$ cat src/rtl/cog_pkg.sv
package cog_pkg;
  localparam int unsigned NUM_PINS = 2;
  localparam int unsigned PIN_MAIN = 0;
  localparam int unsigned PIN_COMP = 1;

  // Strobes from the control to the pin datapath
  typedef struct packed {
    logic offActive;  // master enable clear
    logic idleNow;    // dead-time elapsed, idle levels apply
  } cog_strobe_t;
endpackage

$ cat src/rtl/cog_ctrl.sv
module cog_ctrl
  import cog_pkg::*;
#(
  parameter int unsigned DT_W        = 8,
  parameter int unsigned SYNC_STAGES = 2
) (
  input  logic            clk,
  input  logic            rstN,
  input  logic            faultIn,
  input  logic            moeWrEn,
  input  logic            moeWrVal,
  input  logic [DT_W-1:0] deadTime,
  output cog_strobe_t     strobes
);
  localparam int unsigned CHAIN = SYNC_STAGES + 1;

  logic [CHAIN-1:0] syncQ;
  logic             faultSync;
  logic             faultRise;
  logic             masterOn;
  logic [DT_W-1:0]  dtCnt;
  logic             swClear;
  logic             swSet;

  // Synchronizer chain plus one edge-detect stage
  for (genvar s = 0; s < int'(CHAIN); s++) begin : g_sync
    if (s == 0) begin : g_first
      always_ff @(posedge clk) begin
        if (!rstN) syncQ[0] <= 1'b0;
        else       syncQ[0] <= faultIn;
      end
    end else begin : g_next
      always_ff @(posedge clk) begin
        if (!rstN) syncQ[s] <= 1'b0;
        else       syncQ[s] <= syncQ[s-1];
      end
    end
  end

  assign faultSync = syncQ[SYNC_STAGES-1];
  assign faultRise = faultSync & ~syncQ[SYNC_STAGES];
  assign swClear   = masterOn & moeWrEn & ~moeWrVal;
  assign swSet     = moeWrEn & moeWrVal & ~faultSync;

  always_ff @(posedge clk) begin
    if (!rstN) begin
      masterOn <= 1'b0;
      dtCnt    <= '0;
    end else if (faultRise || swClear) begin
      masterOn <= 1'b0;
      dtCnt    <= deadTime;
    end else if (swSet) begin
      masterOn <= 1'b1;
      dtCnt    <= '0;
    end else if (!masterOn && dtCnt != '0) begin
      dtCnt <= dtCnt - DT_W'(1);
    end
  end

  assign strobes.offActive = ~masterOn;
  assign strobes.idleNow   = ~masterOn & (dtCnt == '0);

  assert_fault_entry_R4: assert property (@(posedge clk) disable iff (!rstN)
    faultRise |=> (!masterOn && dtCnt == $past(deadTime)));

  assert_no_wake_in_fault_R4: assert property (@(posedge clk) disable iff (!rstN)
    faultSync |=> !masterOn);

  assert_dt_step_R5: assert property (@(posedge clk) disable iff (!rstN)
    (!masterOn && dtCnt != '0 && !faultRise && !moeWrEn) |=> (dtCnt == $past(dtCnt) - DT_W'(1)));

  assert_sw_off_R6: assert property (@(posedge clk) disable iff (!rstN)
    (masterOn && moeWrEn && !moeWrVal) |=> (!masterOn && dtCnt == $past(deadTime)));
endmodule

$ cat src/rtl/cog_path.sv
module cog_path
  import cog_pkg::*;
(
  input  logic                clk,
  input  logic                rstN,
  input  logic                refIn,
  input  logic [NUM_PINS-1:0] pinEn,
  input  logic [NUM_PINS-1:0] pinPol,
  input  logic [NUM_PINS-1:0] pinIdle,
  input  logic                offSel,
  input  logic                faultIn,
  input  cog_strobe_t         strobes,
  output logic [NUM_PINS-1:0] pinLvl,
  output logic [NUM_PINS-1:0] pinOe
);
  logic anyEn;
  logic forceOff;

  assign anyEn    = |pinEn;
  assign forceOff = faultIn | strobes.offActive;

  for (genvar i = 0; i < int'(NUM_PINS); i++) begin : g_pin
    logic runLvl;
    logic lvl;
    logic oe;

    if (i == int'(PIN_COMP)) begin : g_comp
      assign runLvl = ~refIn ^ pinPol[i];
    end else begin : g_main
      assign runLvl = refIn ^ pinPol[i];
    end

    always_comb begin
      if (!anyEn) begin
        lvl = pinPol[i];
        oe  = 1'b0;
      end else if (strobes.idleNow) begin
        lvl = pinIdle[i];
        oe  = offSel;
      end else if (forceOff) begin
        lvl = pinPol[i];
        oe  = offSel;
      end else if (pinEn[i]) begin
        lvl = runLvl;
        oe  = 1'b1;
      end else begin
        lvl = pinPol[i];
        oe  = 1'b0;
      end
    end

    assign pinLvl[i] = lvl;
    assign pinOe[i]  = oe;
  end

  assert_unused_released_R1: assert property (@(posedge clk) disable iff (!rstN)
    (pinEn == '0) |-> (pinOe == '0));

  assert_fault_polarity_R3: assert property (@(posedge clk) disable iff (!rstN)
    (faultIn && anyEn && !strobes.idleNow) |-> (pinLvl == pinPol));

  assert_off_drive_R7: assert property (@(posedge clk) disable iff (!rstN)
    (strobes.offActive && anyEn) |-> (pinOe == {NUM_PINS{offSel}}));
endmodule

$ cat src/rtl/comp_out_guard.sv
module comp_out_guard
  import cog_pkg::*;
#(
  parameter int unsigned DT_W        = 8,
  parameter int unsigned SYNC_STAGES = 2
) (
  input  logic            clk,
  input  logic            rstN,
  input  logic            refIn,
  input  logic            mainEn,
  input  logic            compEn,
  input  logic            mainPol,
  input  logic            compPol,
  input  logic            mainIdle,
  input  logic            compIdle,
  input  logic            offSel,
  input  logic            moeWrEn,
  input  logic            moeWrVal,
  input  logic            faultIn,
  input  logic [DT_W-1:0] deadTime,
  output logic            mainPin,
  output logic            mainOe,
  output logic            compPin,
  output logic            compOe
);
  cog_strobe_t         strobes;
  logic [NUM_PINS-1:0] pinLvl;
  logic [NUM_PINS-1:0] pinOe;

  cog_ctrl #(.DT_W(DT_W), .SYNC_STAGES(SYNC_STAGES)) u_ctrl (
    .clk      (clk),
    .rstN     (rstN),
    .faultIn  (faultIn),
    .moeWrEn  (moeWrEn),
    .moeWrVal (moeWrVal),
    .deadTime (deadTime),
    .strobes  (strobes)
  );

  cog_path u_path (
    .clk     (clk),
    .rstN    (rstN),
    .refIn   (refIn),
    .pinEn   ({compEn, mainEn}),
    .pinPol  ({compPol, mainPol}),
    .pinIdle ({compIdle, mainIdle}),
    .offSel  (offSel),
    .faultIn (faultIn),
    .strobes (strobes),
    .pinLvl  (pinLvl),
    .pinOe   (pinOe)
  );

  assign mainPin = pinLvl[PIN_MAIN];
  assign mainOe  = pinOe[PIN_MAIN];
  assign compPin = pinLvl[PIN_COMP];
  assign compOe  = pinOe[PIN_COMP];
endmodule

$ cat config.mk
export PLATFORM = sky130hd
export DESIGN_NAME = comp_out_guard
export DESIGN_NICKNAME = d
export VERILOG_FILES = /design/src/rtl/cog_pkg.sv /design/src/rtl/cog_ctrl.sv /design/src/rtl/cog_path.sv /design/src/rtl/comp_out_guard.sv
export SDC_FILE = /design/constraint.sdc
export NUM_CORES = 1
export LEC_CHECK = 0
export BUFFER_PORTS_ARGS = -buffer_cell sky130_fd_sc_hd__clkbuf_2
export CAP_MARGIN = 5
export CELL_PAD_IN_SITES_DETAIL_PLACEMENT = 1
export CELL_PAD_IN_SITES_GLOBAL_PLACEMENT = 2
export CORE_MARGIN = 2
export CORE_UTILIZATION = 29
export DETAILED_ROUTE_END_ITERATION = 8
export PLACE_DENSITY = 0.83
export SYNTH_ARGS = -nofsm -noshare
export SYNTH_HDL_FRONTEND = slang
export SYNTH_SLANG_ARGS = --single-unit
export TNS_END_PERCENT = 30
$ cat constraint.sdc
create_clock -name clk -period 1.75 [get_ports clk]
set_input_delay 0.0875 -clock clk [delete_from_list [all_inputs] [get_ports clk]]
set_output_delay 0.0875 -clock clk [all_outputs]
set_load 0.02 [all_outputs]
# ---- After elaboration in Yosys (flattened, before gate mapping)
# Index checks and enable logic that the tools add are counted.
dict set report classes {
  n_addsub 1
  n_mux 19
  n_bitwise 15
  reduce_logical 8
}
# operator count
set op_table {}
lappend op_table {{two-way mux 8 bit} 3}
lappend op_table {{two-way mux 1 bit} 16}
lappend op_table {{zero test 8 bit} 1}
lappend op_table {{nonzero test 8 bit} 1}
lappend op_table {{subtractor 8 x 1 -> 8 bit, second input constant} 1}
lappend op_table {{bitwise AND 1 bit} 6}
lappend op_table {{inverter 1 bit} 6}
lappend op_table {{OR reduction 2 bit} 2}
lappend op_table {{nonzero test 3 bit} 1}
lappend op_table {{bitwise XOR 1 bit} 2}
lappend op_table {{logical AND 1 bit} 1}
lappend op_table {{zero test 1 bit} 1}
lappend op_table {{logical OR 1 bit} 1}
lappend op_table {{bitwise OR 1 bit} 1}
dict set report totals {
  regBits 12
  input_bits 21
  out_inout_bits 4
}

# ---- Depth between registers and ports, before layout
# Gate-level depths: netlist (run 1).
dict set report logic_depth {
  ltp_word 6
  mapped_depth 6
  mapped_depth_nobuf 6
}

# ---- By module
# Synthesis (run 1) repeated with hierarchy kept, for this count alone.
dict set report unflattened {
  cells_unflattened 110
  area_unflattened_um2 877.1
}
# mod instances cells_per_inst area_per_inst_um2
set by_module_without_submodules {}
lappend by_module_without_submodules {cog_ctrl 1 85 710.7}
lappend by_module_without_submodules {cog_path 1 25 166.4}

# ---- Least setup slack after synthesis (run 1)
# OpenSTA, ideal clock, no wires.
dict set report synth_path {
  path_kind {flip-flop to output port}
  from {register u_ctrl.masterOn}
  to {output port mainPin}
  arrival_ps 1316
  setup_slack_ps 346
  path_stages_with_launch 6
  n_path_buf 1
  cell_sequence {dfxtp_1 buf_6 nor4_4 nand3_2 o22a_1 o22a_1}
}
dict set report synth_between {
  elab_chain_len 5
  word_cells_on_any_way 6
  classes_between {3 x mux; 3 x bitwise}
}
# item line
set synth_rtl {}
lappend synth_rtl {{from (decl)} cog_ctrl.sv:20} ;# logic masterOn;
lappend synth_rtl {{from (signal assigned)} cog_ctrl.sv:47} ;# masterOn <= 1'b0;
lappend synth_rtl {{from (signal assigned)} cog_ctrl.sv:50} ;# masterOn <= 1'b0;
lappend synth_rtl {{from (signal assigned)} cog_ctrl.sv:53} ;# masterOn <= 1'b1;
lappend synth_rtl {{inverter 1 bit (*)} {cog_ctrl.sv:60, cog_ctrl.sv:61}}
lappend synth_rtl {{bitwise OR 1 bit} cog_path.sv:20} ;# assign forceOff = faultIn | strobes.offActive;
lappend synth_rtl {{two-way mux 1 bit} cog_path.sv:40} ;# end else if (forceOff) begin
lappend synth_rtl {{two-way mux 1 bit (*)} cog_path.sv:37} ;# end else if (strobes.idleNow) begin
lappend synth_rtl {{two-way mux 1 bit (*)} cog_path.sv:34} ;# if (!anyEn) begin
lappend synth_rtl {{to (decl)} comp_out_guard.sv:21} ;# output logic mainPin,
# Every way passes the cells marked *; elsewhere a longest branch is shown, timed or not.

# ---- Worst setup path in the final report (run 1)
# Same ends and word-level chain as after synthesis.

==> results of run 1 <==
-- final timing paths --
path                                  end  cells after the start                          from
max                               mainPin                      5  u_ctrl.masterOn$_SDFFE_PP0N_
min          u_ctrl.dtCnt[6]$_SDFFE_PN0P_                      3                   deadTime[6]
max reg2reg  u_ctrl.dtCnt[1]$_SDFFE_PN0P_                      6  u_ctrl.masterOn$_SDFFE_PP0N_
min reg2reg   u_ctrl.faultSync$_SDFF_PN0_                      1    u_ctrl.syncQ[0]$_SDFF_PN0_
-- flip-flops by register name, indices dropped and copies added (netlist names) --
| name | cells |
|---|---|
| u_ctrl.faultSync | 1 |
| u_ctrl.dtCnt | 8 |
| u_ctrl.masterOn | 1 |
| u_ctrl.syncQ | 2 |
-- layout by cell type (no fill, tap or decap), types with 2 or more instances in the layout --
cell type	instances
o31ai_1	3
dfxtp_2	2
a21oi_1	10
nor2_1	7
a21boi_0	2
clkbuf_2	24
o22a_1	6
clkbuf_4	3
nand2_1	2
and2_1	4
o221a_2	2
buf_4	4
xor2_1	2
nor3_1	2
nand2b_1	2
dfxtp_1	9
inv_1	8
nand3b_1	2
nand3_1	2
o21ai_0	2
-- cell type report --
type	instances	area [um2]	area share (%)
multi-input cells	73	562	52.8
flip-flops and latches	12	246	23.2
repair buffers	28	150	14.1
well taps	31	38.8	3.65
clock buffers	4	36.3	3.41
inverters	8	30.0	2.82
-- power groups by stage --
stage / Combinational, mW / Sequential [mW] / Clock [mW]
final: 0.718 / 0.453 / 0.224
after global routing: 0.776 / 0.463 / 0.247
after CTS: 0.692 / 0.449 / 0.231
after detailed placement: 0.649 / 0.448 / 0
after global placement: 0.628 / 0.441 / 0
after floorplan: 0.537 / 0.403 / 0
-- per-stage QoR --
step	std cells	cell area [um2]	hold slack, ps	power [mW]	worst slack [ps]
global placement	150	985	327	1.07	151
finish	156	1060	42.1	1.39	-12.4
floorplan	97	845	215	0.940	346
CTS	156	1050	41.4	1.37	-41.4
global route	156	1060	52.0	1.49	-108
detailed placement	150	985	321	1.10	94.2
-- metal layers --
layer	vias up	GRT usage, %
li1	423	-
met1	390	17.1
met2	32	29.4
met3	2	2.90
met4	0	6.31
met5	-	0
-- synth_stat cells, drive strengths merged --
cell and number:
o22ai 1, nand3b 2, nor3b 1, o22a 6, nor4 2, o31ai 4, a2bb2oi 1, dfxtp 12
o2bb2ai 1, nor2b 2, o21ai 2, nand2 2, clkbuf 1, and2 4, nand2b 3, inv 8
a21boi 2, o31a 1, and3 1, a21oi 10, ha 1, nand3 3, a31oi 2, xor2 2
o311ai 1, nor3 4, o211a 1, buf 3, a32oi 1, a22oi 1, o221a 3, a41oi 1
nor2 8
-- critical path, stage by stage, from the launching register on --
cell and delay, ps:
dfxtp_4 370, nor4_4 310, nand3_2 150, o22a_1 220, o22a_1 200, clkbuf_2 160
-- kinds of logic after synthesis --
family / synth area share, %
xor gates and xnor gates: 2.07
DFF: 28.4
adders and majority gates: 1.48
buffers and inverters: 7.56
and+or+nand+nor: 24.9
AOI/OAI and AO/OA: 35.6
-- what timing repair did --
item / in CTS / in global routing
buffers inserted: 2 / 0
pin swaps: 2 / 2
hold endpoints to repair: 0 / 0
resized for setup: 7 / 1
setup endpoints to repair: 2 / 2
==> flow_metrics.py, run 1 <==
metrics = {
    "placement": {
        "gp_congestion": 0.741,
        "portBuffers": 24,
        "dpl.hpwl_mm": 1.92,
    },
    "clock_network": {
        "cts_sinks": 12,
        "clk_latency_ps": 270,
        "path_clk_slew_ps": 80,
        "cts-root-buf": "clkbuf_4",
        "postCtsHoldBufs": 0,
        "clockBufferDepth": 2,
        "htreeDepth": 1,
        "cts_tree": "done",
        "cts_made_buffers": 3,
    },
    "job": {
        "drv_cap": 0,
    },
    "yosys": {
        "postSynthAreaPerCell_um2": 8.71,
        "synth_seq_area_share_pct": 28.4,
        "synth.distinct_cells": 42,
        "synth_warnings": 0,
        "synth_area_leaders": "dfxtp_1, o22a_1, a21oi_1",
        "synthCells": 97,
        "syn_area_um2": 845,
        "yosysTopAreaCell": "dfxtp_1",
        "synth_top_cell_area_share_pct": 28.4,
        "synth-seq-cells": 12,
        "synth_nets": 119,
    },
    "power": {
        "p_per_area_mw_per_mm2": 1310,
        "leakagePower_nw": 0.461,
        "combPwrFrac_pct": 51.5,
        "p_switching_mw": 0.578,
        "p_clk_share_pct": 16.1,
        "p_int_mw": 0.817,
        "switching_share_pct": 41.4,
        "p_seq_share_pct": 32.5,
        "peakVddDrop_mv": 0.762,
    },
    "critical_path": {
        "crit_path_max_fanout": 4,
        "r2r_slack_ps": 170,
        "end_kind": "output pin",
        "crit_arrival_ps": 1670,
        "start_kind": "flip-flop",
        "crit_required_ps": 1660,
        "critPathKind": "reg -> out",
    },
    "detailed_routing": {
        "drt_wl_total_mm": 2.45,
        "m1WireLength_mm": 1.05,
        "ant_nets": 0,
        "viasPerCell": 5.43,
        "first_iter_violations": 26,
        "met3_length_um": 124,
        "wl_per_cell_um": 15.7,
        "first_pass_iters": 4,
        "drc": 0,
        "vias": 847,
        "wl_met2_mm": 1.25,
        "maxUsedRoutingLayer": "met4",
    },
    "die": {
        "core-area_mm2": 0.00276,
        "initial_core_util_pct": 30.6,
        "num_rows": 19,
        "die_width_um": 58.0,
        "io_pins": 25,
        "die_h_um": 58.0,
        "fp.dieArea_mm2": 0.00336,
    },
    "timing": {
        "final_max_slew_viol_count": 0,
        "fin_ws_ps": -12.4,
        "skew_ps": 3.20,
        "setup_viol": 1,
        "final_hold_viol_count": 0,
        "relSlewSlack_pct": 67.6,
        "fmax_mhz": 567,
        "fin_crit_sh_pct": 101,
        "fin_setup_tns_ps": -12.4,
        "rsz0062_at_grt": "true",
        "tightest_slew_ps": 482,
        "layout_min_cycle_time_ps": 1760,
    },
    "global_routing": {
        "grt_pass1_wl_mm": 3.92,
        "grt_max_degree": 13,
        "grt_use_total_pct": 15.7,
        "grt_antenna_before_repair": 0,
        "gr-total-overflow": 0,
        "grt_pass1_vias": 865,
    },
    "hold_path": {
        "hp-class": "in -> reg",
    },
    "final_layout": {
        "finalCoreUtilization_pct": 38.6,
        "num_antenna_cells": 0,
        "fillers": 338,
        "drive_above_1_share_pct": 37.6,
        "finalNetCount": 148,
        "syn2layout_area_growth_pct": 25.9,
    },
    "status": {
        "status": "finished, violations left",
        "violations": "negative setup slack",
    },
}
No activity file was read; power rests on OpenSTA's default activity.
==> run 2, diff against run 1 <==
- PLACE_DENSITY: 0.83 -> default
- PLACE_DENSITY_LB_ADDON: default -> 0.1
==> flow_metrics.py, run 2 (synthesis gave the netlist of run 1 again) <==
metrics = {
    "clock_network": {
        "cts-root-buf": "clkbuf_4",
        "cts_sinks": 12,
        "postCtsHoldBufs": 0,
        "clockBufferDepth": 2,
        "path_clk_slew_ps": 90,
        "clk_latency_ps": 280,
        "htreeDepth": 1,
        "cts_made_buffers": 3,
        "cts_tree": "done",
    },
    "timing": {
        "fin_crit_sh_pct": 99.4,
        "skew_ps": 3.23,
        "tightest_slew_ps": 394,
        "final_max_slew_viol_count": 0,
        "layout_min_cycle_time_ps": 1740,
        "relSlewSlack_pct": 73.6,
        "final_hold_viol_count": 0,
        "fin_setup_tns_ps": 0,
        "fmax_mhz": 575,
        "setup_viol": 0,
        "rsz0062_at_grt": "true",
        "timing.hold.ws_ps": 48.0,
    },
    "critical_path": {
        "critPathKind": "reg -> out",
        "end_kind": "output pin",
        "crit_path_max_fanout": 4,
        "crit_required_ps": 1660,
        "start_kind": "flip-flop",
        "crit_arrival_ps": 1650,
    },
    "detailed_routing": {
        "first_pass_iters": 4,
        "vias": 853,
        "first_iter_violations": 31,
        "wl_per_cell_um": 14.6,
        "viasPerCell": 5.43,
        "drt_wl_total_mm": 2.29,
        "ant_nets": 0,
        "drc": 0,
    },
    "die": {
        "die_h_um": 58.0,
        "die_width_um": 58.0,
        "core-area_mm2": 0.00276,
        "io_pins": 25,
        "fp.dieArea_mm2": 0.00336,
        "num_rows": 19,
        "initial_core_util_pct": 30.6,
    },
    "global_routing": {
        "grt_pass1_wl_mm": 3.93,
        "grt_pass1_vias": 798,
        "grt_use_total_pct": 15.5,
        "grt_antenna_before_repair": 0,
        "grt_max_degree": 13,
        "gr-total-overflow": 0,
    },
    "final_layout": {
        "largestRegisters": "u_ctrl.dtCnt: 8 flops, u_ctrl.syncQ: 2 flops",
        "num_antenna_cells": 0,
        "largest_register": "u_ctrl.dtCnt",
        "largest_register_ffs": 8,
        "layout_commonest_cell": "clkbuf_2",
        "final_cell_mix": "clkbuf_2, a21oi_1, inv_1, dfxtp_1, nor2_1",
        "finalNetCount": 149,
        "syn2layout_area_growth_pct": 27.1,
        "drive_above_1_share_pct": 38.9,
        "fillers": 344,
    },
    "power": {
        "p_seq_share_pct": 30.5,
        "p_int_mw": 0.859,
        "switching_share_pct": 39.9,
        "leakagePower_nw": 0.467,
        "peakVddDrop_mv": 0.673,
        "p_clk_share_pct": 16.5,
        "p_per_area_mw_per_mm2": 1330,
        "combPwrFrac_pct": 53.0,
        "p_switching_mw": 0.570,
    },
    "status": {
        "status": "completed",
    },
    "job": {
        "drv_cap": 0,
    },
    "placement": {
        "portBuffers": 24,
        "dpl.hpwl_mm": 1.68,
        "gp_congestion": 0.683,
    },
    "hold_path": {
        "hp-class": "in -> reg",
    },
}
[run 2: power by group through the flow]
| stage | Combinational [mW] | Clock, mW | Sequential (mW) |
|---|---|---|---|
| after global routing | 0.843 | 0.260 | 0.450 |
| after floorplan | 0.537 | 0 | 0.403 |
| final | 0.757 | 0.236 | 0.436 |
| after CTS | 0.747 | 0.248 | 0.435 |
| after detailed placement | 0.648 | 0 | 0.445 |
| after global placement | 0.644 | 0 | 0.446 |
[run 2: routing by layer]
metal | up-vias | wire [um] | track usage, %
li1 | 425 | - | -
met1 | 402 | 1110 | 21.3
met2 | 24 | 1030 | 24.2
met3 | 2 | 134 | 4.69
met4 | 0 | 19 | 2.99
met5 | - | 0 | 0
[run 2: through the flow]
| stage | power, mW | area (um2) | setup WS [ps] | cells | utilization (%) |
|---|---|---|---|---|---|
| floorplan | 0.940 | 845 | 346 | 97 | - |
| global placement | 1.09 | 985 | 190 | 150 | 35.7 |
| finish | 1.43 | 1070 | 10.8 | 157 | 38.9 |
| global route | 1.55 | 1070 | -85.9 | 157 | 38.9 |
| CTS | 1.43 | 1070 | -22.4 | 157 | 38.7 |
| detailed placement | 1.09 | 985 | 160 | 150 | 35.7 |
[run 2: worst paths after layout]
kind                                                endpoint                    startpoint  cells past startpoint  slack, ps
worst max register to register  u_ctrl.dtCnt[3]$_SDFFE_PN0P_  u_ctrl.dtCnt[2]$_SDFFE_PN0P_                      5        230
worst min-delay path            u_ctrl.dtCnt[6]$_SDFFE_PN0P_                   deadTime[6]                      3         50
worst max-delay path                                 mainPin  u_ctrl.dtCnt[2]$_SDFFE_PN0P_                      5         10
worst min register to register   u_ctrl.faultSync$_SDFF_PN0_    u_ctrl.syncQ[0]$_SDFF_PN0_                      1        440
[run 2: final cells by class]
class / instances / area [um2] / area share [%]
sequential: 12 / 253 / 23.5
timing repair buffer: 29 / 164 / 15.3
inverter: 8 / 30.0 / 2.80
multi-input combinational: 73 / 552 / 51.4
tap: 31 / 38.8 / 3.61
clock buffer: 4 / 36.3 / 3.38
[run 2: what timing repair did]
action                                  CTS  global route
gates cloned                              0             0
endpoints found under the setup margin    2             2
setup buffers                             3             0
resized for setup                        10             4
pin swaps                                 2             4
[run 2: critical path: stages (launching register included)]
cell and delay [ps]:
dfxtp_4 360, nor4_4 310, nand3_2 140, o22a_1 230
o22a_1 200, buf_6 130
